$ cat config.mk
export PLATFORM = sky130hd
export DESIGN_NAME = tw_reg_slave
export DESIGN_NICKNAME = d
export VERILOG_FILES = /design/src/rtl/tw_pkg.sv /design/src/rtl/tw_line_filter.sv /design/src/rtl/tw_bus_events.sv /design/src/rtl/tw_reg_bank.sv /design/src/rtl/tw_reg_slave.sv
export SDC_FILE = /design/constraint.sdc
export NUM_CORES = 1
export LEC_CHECK = 0
export BUFFER_PORTS_ARGS = -buffer_cell sky130_fd_sc_hd__buf_2
export CAP_MARGIN = 0
export CORE_MARGIN = 2
export CORE_UTILIZATION = 58
export CTS_CLUSTER_SIZE = 30
export DETAILED_ROUTE_END_ITERATION = 7
export PLACE_DENSITY = 0.82
export RECOVER_POWER = 25
export SYNTH_ARGS = -nofsm -noshare
export SYNTH_HDL_FRONTEND = slang
export SYNTH_SLANG_ARGS = --single-unit
$ cat constraint.sdc
create_clock -name clk -period 2.8 [get_ports clk]
set_input_delay 0.28 -clock clk [delete_from_list [all_inputs] [get_ports clk]]
set_output_delay 0.28 -clock clk [all_outputs]
set_load 0.02 [all_outputs]
$ cat src/rtl/tw_pkg.sv
package tw_pkg;

    typedef enum logic [3:0] {
        ST_IDLE,
        ST_ADDR,
        ST_ADDR_ACK,
        ST_SUB,
        ST_SUB_ACK,
        ST_WR_DATA,
        ST_WR_ACK,
        ST_RD_DATA,
        ST_RD_ACK
    } tw_state_e;

    localparam int unsigned BYTE_W = 8;

endpackage

$ cat src/rtl/tw_line_filter.sv
module tw_line_filter #(
    parameter int unsigned SYNC_STAGES = 2
) (
    input  logic clk,
    input  logic rst_n,
    input  logic line_i,
    output logic line_o
);
    logic [SYNC_STAGES-1:0] chain_q;
    logic                   last_q;
    logic                   filt_q;
    logic                   synced;

    assign synced = chain_q[SYNC_STAGES-1];

    generate
        if (SYNC_STAGES == 1) begin : g_one
            always_ff @(posedge clk or negedge rst_n) begin
                if (!rst_n) chain_q <= '1;
                else        chain_q <= line_i;
            end
        end else begin : g_many
            always_ff @(posedge clk or negedge rst_n) begin
                if (!rst_n) chain_q <= '1;
                else        chain_q <= {chain_q[SYNC_STAGES-2:0], line_i};
            end
        end
    endgenerate

    always_ff @(posedge clk or negedge rst_n) begin
        if (!rst_n) begin
            last_q <= 1'b1;
            filt_q <= 1'b1;
        end else begin
            last_q <= synced;
            if (synced == last_q) filt_q <= synced;
        end
    end

    assign line_o = filt_q;

    // A single-sample disagreement must not move the filtered line
    p_glitch_hold_r11: assert property (@(posedge clk) disable iff (!rst_n)
        (synced != last_q) |=> $stable(filt_q));

endmodule

$ cat src/rtl/tw_bus_events.sv
module tw_bus_events (
    input  logic clk,
    input  logic rst_n,
    input  logic scl_f_i,
    input  logic sda_f_i,
    output logic scl_rise_o,
    output logic scl_fall_o,
    output logic start_o,
    output logic stop_o
);
    logic scl_d_q;
    logic sda_d_q;

    always_ff @(posedge clk or negedge rst_n) begin
        if (!rst_n) begin
            scl_d_q <= 1'b1;
            sda_d_q <= 1'b1;
        end else begin
            scl_d_q <= scl_f_i;
            sda_d_q <= sda_f_i;
        end
    end

    assign scl_rise_o = scl_f_i & ~scl_d_q;
    assign scl_fall_o = ~scl_f_i & scl_d_q;
    assign start_o    = scl_f_i & scl_d_q & sda_d_q & ~sda_f_i;
    assign stop_o     = scl_f_i & scl_d_q & ~sda_d_q & sda_f_i;

endmodule

$ cat src/rtl/tw_reg_bank.sv
module tw_reg_bank #(
    parameter int unsigned REG_COUNT = 8,
    parameter int unsigned RW_COUNT  = 6,
    parameter int unsigned DW        = 8,
    localparam int unsigned IW       = $clog2(REG_COUNT),
    localparam int unsigned RO_COUNT = REG_COUNT - RW_COUNT
) (
    input  logic                   clk,
    input  logic                   rst_n,
    input  logic                   we_i,
    input  logic [IW-1:0]          widx_i,
    input  logic [DW-1:0]          wdata_i,
    input  logic [IW-1:0]          ridx_i,
    output logic [DW-1:0]          rdata_o,
    input  logic [RO_COUNT*DW-1:0] sts_i,
    output logic [RW_COUNT*DW-1:0] cfg_o
);
    logic [DW-1:0] store_q [RW_COUNT];

    for (genvar g = 0; g < RW_COUNT; g++) begin : g_cell
        always_ff @(posedge clk or negedge rst_n) begin
            if (!rst_n)                           store_q[g] <= '0;
            else if (we_i && widx_i == IW'(g))    store_q[g] <= wdata_i;
        end
        assign cfg_o[g*DW +: DW] = store_q[g];
    end

    always_comb begin
        rdata_o = '0;
        for (int i = 0; i < RW_COUNT; i++) begin
            if (ridx_i == IW'(i)) rdata_o = store_q[i];
        end
        for (int j = 0; j < RO_COUNT; j++) begin
            if (ridx_i == IW'(RW_COUNT + j)) rdata_o = sts_i[j*DW +: DW];
        end
    end

    // Configuration output moves only under a write strobe
    p_cfg_hold_r6: assert property (@(posedge clk) disable iff (!rst_n)
        !we_i |=> $stable(cfg_o));

endmodule

$ cat src/rtl/tw_reg_slave.sv
module tw_reg_slave #(
    parameter int unsigned REG_COUNT   = 8,
    parameter int unsigned RW_COUNT    = 6,
    parameter logic [6:0]  ADDR_BASE   = 7'h40,
    parameter int unsigned STRAP_BIT   = 5,
    parameter int unsigned SYNC_STAGES = 2,
    localparam int unsigned DW         = tw_pkg::BYTE_W,
    localparam int unsigned IW         = $clog2(REG_COUNT),
    localparam int unsigned RO_COUNT   = REG_COUNT - RW_COUNT
) (
    input  logic                   clk,
    input  logic                   rst_n,
    input  logic                   scl_i,
    input  logic                   sda_i,
    input  logic                   addr_strap_i,
    output logic                   sda_oe_o,
    input  logic [RO_COUNT*DW-1:0] sts_i,
    output logic [RW_COUNT*DW-1:0] cfg_o
);
    import tw_pkg::*;

    localparam logic [IW-1:0] LAST_IDX = IW'(REG_COUNT - 1);

    logic scl_f, sda_f;
    logic scl_rise, scl_fall, start_ev, stop_ev;

    tw_line_filter #(.SYNC_STAGES(SYNC_STAGES)) i_scl_filt (
        .clk(clk), .rst_n(rst_n), .line_i(scl_i), .line_o(scl_f));
    tw_line_filter #(.SYNC_STAGES(SYNC_STAGES)) i_sda_filt (
        .clk(clk), .rst_n(rst_n), .line_i(sda_i), .line_o(sda_f));

    tw_bus_events i_events (
        .clk(clk), .rst_n(rst_n), .scl_f_i(scl_f), .sda_f_i(sda_f),
        .scl_rise_o(scl_rise), .scl_fall_o(scl_fall),
        .start_o(start_ev), .stop_o(stop_ev));

    tw_state_e     st_q, st_n;
    logic [3:0]    bitcnt_q;
    logic [DW-1:0] shreg_q;
    logic [DW-1:0] tx_q;
    logic [IW-1:0] ptr_q;
    logic          oe_q;
    logic          mack_q;
    logic          we_q;
    logic [IW-1:0] widx_q;
    logic [DW-1:0] wdata_q;
    logic [DW-1:0] rdata;

    logic          byte_done;
    logic          addr_hit;
    logic          sub_ok;
    logic          rx_state;
    logic [IW-1:0] ptr_inc;
    logic [6:0]    dev_addr;

    assign dev_addr  = ADDR_BASE | (7'(addr_strap_i) << STRAP_BIT);
    assign byte_done = (bitcnt_q == 4'd8);
    assign addr_hit  = (shreg_q[7:1] == dev_addr);
    assign sub_ok    = ({1'b0, shreg_q} < 9'(REG_COUNT));
    assign ptr_inc   = (ptr_q == LAST_IDX) ? ptr_q : ptr_q + 1'b1;
    assign rx_state  = (st_q == ST_ADDR) || (st_q == ST_SUB) ||
                       (st_q == ST_WR_DATA) || (st_q == ST_RD_DATA);

    tw_reg_bank #(.REG_COUNT(REG_COUNT), .RW_COUNT(RW_COUNT), .DW(DW)) i_bank (
        .clk(clk), .rst_n(rst_n),
        .we_i(we_q), .widx_i(widx_q), .wdata_i(wdata_q),
        .ridx_i(ptr_q), .rdata_o(rdata),
        .sts_i(sts_i), .cfg_o(cfg_o));

    // Next-state logic
    always_comb begin
        st_n = st_q;
        if (stop_ev) begin
            st_n = ST_IDLE;
        end else if (start_ev) begin
            st_n = ST_ADDR;
        end else if (scl_fall) begin
            unique case (st_q)
                ST_IDLE:     st_n = ST_IDLE;
                ST_ADDR:     if (byte_done) st_n = addr_hit ? ST_ADDR_ACK : ST_IDLE;
                ST_ADDR_ACK: st_n = shreg_q[0] ? ST_RD_DATA : ST_SUB;
                ST_SUB:      if (byte_done) st_n = sub_ok ? ST_SUB_ACK : ST_IDLE;
                ST_SUB_ACK:  st_n = ST_WR_DATA;
                ST_WR_DATA:  if (byte_done) st_n = ST_WR_ACK;
                ST_WR_ACK:   st_n = ST_WR_DATA;
                ST_RD_DATA:  if (byte_done) st_n = ST_RD_ACK;
                ST_RD_ACK:   st_n = mack_q ? ST_RD_DATA : ST_IDLE;
                default:     st_n = ST_IDLE;
            endcase
        end
    end

    // State register
    always_ff @(posedge clk or negedge rst_n) begin
        if (!rst_n) st_q <= ST_IDLE;
        else        st_q <= st_n;
    end

    // Outputs and datapath
    always_ff @(posedge clk or negedge rst_n) begin
        if (!rst_n) begin
            oe_q     <= 1'b0;
            bitcnt_q <= '0;
            shreg_q  <= '0;
            tx_q     <= '0;
            ptr_q    <= '0;
            mack_q   <= 1'b0;
            we_q     <= 1'b0;
            widx_q   <= '0;
            wdata_q  <= '0;
        end else begin
            we_q <= 1'b0;
            if (stop_ev || start_ev) begin
                oe_q     <= 1'b0;
                bitcnt_q <= '0;
            end else if (scl_rise) begin
                if (rx_state) begin
                    shreg_q  <= {shreg_q[DW-2:0], sda_f};
                    bitcnt_q <= bitcnt_q + 4'd1;
                end
                if (st_q == ST_RD_ACK) mack_q <= ~sda_f;
            end else if (scl_fall) begin
                unique case (st_q)
                    ST_ADDR: begin
                        if (byte_done) oe_q <= addr_hit;
                    end
                    ST_ADDR_ACK: begin
                        bitcnt_q <= '0;
                        if (shreg_q[0]) begin
                            tx_q <= rdata;
                            oe_q <= ~rdata[DW-1];
                        end else begin
                            oe_q <= 1'b0;
                        end
                    end
                    ST_SUB: begin
                        if (byte_done) begin
                            oe_q <= sub_ok;
                            if (sub_ok) ptr_q <= shreg_q[IW-1:0];
                        end
                    end
                    ST_SUB_ACK: begin
                        oe_q     <= 1'b0;
                        bitcnt_q <= '0;
                    end
                    ST_WR_DATA: begin
                        if (byte_done) oe_q <= 1'b1;
                    end
                    ST_WR_ACK: begin
                        oe_q     <= 1'b0;
                        bitcnt_q <= '0;
                        we_q     <= 1'b1;
                        widx_q   <= ptr_q;
                        wdata_q  <= shreg_q;
                        ptr_q    <= ptr_inc;
                    end
                    ST_RD_DATA: begin
                        if (byte_done) begin
                            oe_q  <= 1'b0;
                            ptr_q <= ptr_inc;
                        end else begin
                            tx_q <= {tx_q[DW-2:0], 1'b0};
                            oe_q <= ~tx_q[DW-2];
                        end
                    end
                    ST_RD_ACK: begin
                        bitcnt_q <= '0;
                        if (mack_q) begin
                            tx_q <= rdata;
                            oe_q <= ~rdata[DW-1];
                        end else begin
                            oe_q <= 1'b0;
                        end
                    end
                    default: ;
                endcase
            end
        end
    end

    assign sda_oe_o = oe_q;

    p_stop_idle_r10: assert property (@(posedge clk) disable iff (!rst_n)
        stop_ev |=> (st_q == ST_IDLE) && !sda_oe_o);

    p_start_addr_r10: assert property (@(posedge clk) disable iff (!rst_n)
        start_ev |=> (st_q == ST_ADDR) && !sda_oe_o);

    p_oe_after_fall_r11: assert property (@(posedge clk) disable iff (!rst_n)
        !$stable(sda_oe_o) |-> $past(scl_fall || start_ev || stop_ev));

    p_ack_on_hit_r2: assert property (@(posedge clk) disable iff (!rst_n)
        (st_q == ST_ADDR && scl_fall && byte_done && addr_hit && !start_ev && !stop_ev)
        |=> sda_oe_o && (st_q == ST_ADDR_ACK));

    p_addr_miss_r3: assert property (@(posedge clk) disable iff (!rst_n)
        (st_q == ST_ADDR && scl_fall && byte_done && !addr_hit && !start_ev && !stop_ev)
        |=> (st_q == ST_IDLE) && !sda_oe_o);

    p_bad_sub_nack_r5: assert property (@(posedge clk) disable iff (!rst_n)
        (st_q == ST_SUB && scl_fall && byte_done && !sub_ok && !start_ev && !stop_ev)
        |=> (st_q == ST_IDLE) && !sda_oe_o);

endmodule

==> results.py <==
metrics = {
    "status": {
        "status": "finished, final reports clean",
    },
    "synthesis": {
        "synth-seq-cells": 98,
        "syn-num-nets": 499,
        "yosys-top-cells-count": "88 x dfrtp_1, 64 x nand2_1, 55 x mux2_2",
        "synth_enable_flop_cells": 0,
        "yosys.area.top_type_share_pct": 44.0,
        "synth_top_area_cell": "dfrtp_1",
        "synth_area_leaders": "dfrtp_1 44%, mux2_2 12%, dfstp_2 5.3%",
        "synth_warnings": 0,
        "synth_top_flop_cell": "dfrtp_1",
        "synth.distinct_cells": 58,
        "syn_inst": 470,
        "async_flop_share_pct": 100,
        "avgSynthCellArea_sq_um": 10.6,
        "syn_area_sq_um": 5000,
        "yosysMostFrequentCell": "dfrtp_1",
        "ys_seq_area_share_pct": 49.3,
    },
    "layout": {
        "nets": 564,
        "regArea_sq_um": 2460,
        "diodes": 0,
        "layout-drive-gt1-share_pct": 29.1,
        "final_util_pct": 68.0,
        "syn2layout_area_growth_pct": 12.7,
        "finalInstanceArea_sq_um": 5640,
        "fillers": 639,
        "multiInputGateArea_sq_um": 2360,
    },
    "global_routing": {
        "grt_usage_pct": 26.0,
        "grt_pass1_vias": 3842,
        "antenna_found_initial": 0,
        "grt_pass1_wl_um": 19600,
        "grt_start_max_net_pins": 60,
        "overflow": 0,
    },
    "pwr": {
        "p_sw_share_pct": 25.2,
        "pwr-share-comb_pct": 6.7,
        "p_int_mw": 1.94,
        "p_sw_mw": 0.653,
        "power_mw": 2.59,
        "vdd_drop_max_mv": 0.285,
        "cellPowerDensity_nw_per_um2": 459,
        "seq_power_share_pct": 58.2,
        "p_clk_share_pct": 35.1,
        "leakage_nw": 2.71,
    },
    "placed_design": {
        "io_buffers": 69,
        "place_area_sq_um": 5450,
        "dpl.hpwl_um": 8610,
        "gp_congestion": 0.961,
    },
    "timing": {
        "period_needed_ns": 2.39,
        "setup_violations": 0,
        "period_share_pct": 85.4,
        "worst_slew_pin_slew_ns": 0.987,
        "slew_viol_final": 0,
        "tns_ns": 0,
        "finalHoldViolations": 0,
        "slew_headroom_pct": 34.2,
        "finClkSkew_ns": 0.0167,
        "rsz0062_at_grt": "false",
        "fmax_mhz": 418,
    },
    "drt": {
        "routed_wire_length_per_instance_um": 18.8,
        "via_per_inst": 6.19,
        "drtAntennaViolNets": 0,
        "wl_um": 12100,
        "drc": 0,
        "first_pass_iters": 5,
        "drtIter0Drc": 304,
        "num_vias": 3990,
    },
    "floorplanning": {
        "ioPinCount": 70,
        "die_x_um": 96.9,
        "die_h_um": 96.9,
        "core_area_sq_um": 8300,
        "rows": 33,
        "initial_core_util_pct": 60.3,
        "design.die.area_sq_um": 9390,
    },
    "clock_tree": {
        "numCtsBuffers": 9,
        "insertion_delay_ns": 0.38,
        "cts_resized": 0,
        "cts.sinks": 98,
        "cts_buffer_depth": 2,
        "htreeDepth": 3,
        "root_buffer": "clkbuf_8",
        "cts_tree": "built",
        "clk_pin_slew_ns": 0.09,
    },
    "worst_setup_path": {
        "r2r_start": "ptr_q[1]",
        "cp-start-kind": "flop",
        "worstSetupPathType": "flop to flop",
        "crit_path_end_kind": "flop",
        "crit_path_start": "ptr_q[1]",
        "cp.required_ns": 3.11,
        "critical_path_arrival_ns": 2.70,
        "cp_max_fo": 19,
    },
    "worst_hold_path": {
        "hold_start": "sts_i[14]",
        "hold_class": "input pin to flop",
    },
    "flow_run": {
        "maxCapViolCount": 0,
    },
}
-- path summary, 6_finish.rpt --
check,end,slack (ns),cells past startpoint
worst max register to register,tx_q[2],0.41,8
worst max-delay path,tx_q[2],0.41,8
min in group asynchronous,i_bank.cfg_o[11],0.59,2
max in group asynchronous,wdata_q[2],0.79,3
worst min register to register,i_sda_filt.chain_q[1],0.37,0
worst min-delay path,tx_q[6],0.28,3
-- state kept, by name (all words and copies together) (netlist names), 2 cells and up --
signal,flops
widx_q,3
bitcnt_q,4
i_scl_filt.chain_q,2
i_sda_filt.chain_q,2
i_bank.cfg_o,48
wdata_q,8
shreg_q,8
ptr_q,3
tx_q,7
st_q,4
-- worst max-delay path, cell delays in order (launching register included) --
cell and delay (ns):
dfrtp_1 0.41, inv_1 0.13, ha_1 0.58, buf_4 0.31, a21oi_1 0.12, o221ai_1 0.24, o211ai_1 0.13, a311oi_1 0.30
a21o_1 0.11
-- metal layers --
layer  GRT usage (%)  share of wire, %
met1            37.8                45
met2            38.9                47
met3            4.84               6.1
met4            10.3               2.4
met5               0                 0
-- area by class of cell --
class                   count  area share, %
multi-input cells         329           41.8
well taps                 105           2.33
clock inverters             4          0.932
flip-flops and latches     98           43.7
clock buffers              12           2.40
inverters                  15          0.998
repair buffers             82           7.85
-- through the flow --
step	hold slack, ns	setup WS [ns]	cells
CTS	0.00517	0.460	644
global placement	0.278	0.550	626
global route	0.279	0.255	645
finish	0.281	0.408	645
floorplan	-0.0156	0.592	470
detailed placement	0.289	0.490	626
-- placed cells by master, fill, tap and decap left out, types with 3 or more instances in the layout --
master         count
nor2b_1           16
o221ai_1           6
and2_1             3
ha_1               8
inv_1             14
clkbuf_8           9
nand3b_1           8
o211ai_1          11
o21ai_0           17
or3_1              3
a221oi_1           6
nor3_1             3
o31ai_1            6
xor2_1             3
dfstp_2            6
a311oi_1           4
nand2b_1           7
a22oi_1            6
or3b_2             3
clkbuf_1           9
a21o_1             6
buf_2             62
mux2_2            55
nand3_1            5
dfstp_1            4
dfrtp_1           88
mux2i_1            4
a21oi_1           25
dlygate4sd3_1      3
a211oi_1           3
nand2_1           64
nor2_1            18
buf_4              9
a22o_1             3
-- power groups by stage --
stage / clock [mW] / sequential, mW / combinational, mW
floorplan: 0 / 1.52 / 0.0920
global placement: 0 / 1.53 / 0.164
detailed placement: 0 / 1.53 / 0.170
CTS: 0.903 / 1.51 / 0.177
global route: 0.969 / 1.51 / 0.195
finish: 0.908 / 1.51 / 0.174
-- kinds of logic (layout without fill, tap and decap cells) --
| kind of cell | count (synthesis) | count (layout) | synth area share [%] |
|---|---|---|---|
| xor+xnor | 5 | 5 | 0.875 |
| fa+ha+maj | 10 | 10 | 2.40 |
| flops | 98 | 98 | 49.3 |
| buf+inv | 43 | 113 | 3.63 |
| compound gates | 112 | 112 | 16.1 |
| simple gates | 143 | 143 | 14.6 |
| mux | 59 | 59 | 13.2 |
-- timing repair --
action | CTS | global route
buffers inserted | 0 | 0
hold buffers | 2 | 1
endpoints found under the setup margin | 0 | 0
endpoints found under the hold margin | 30 | 1
Power figures use the tool's default switching activity.
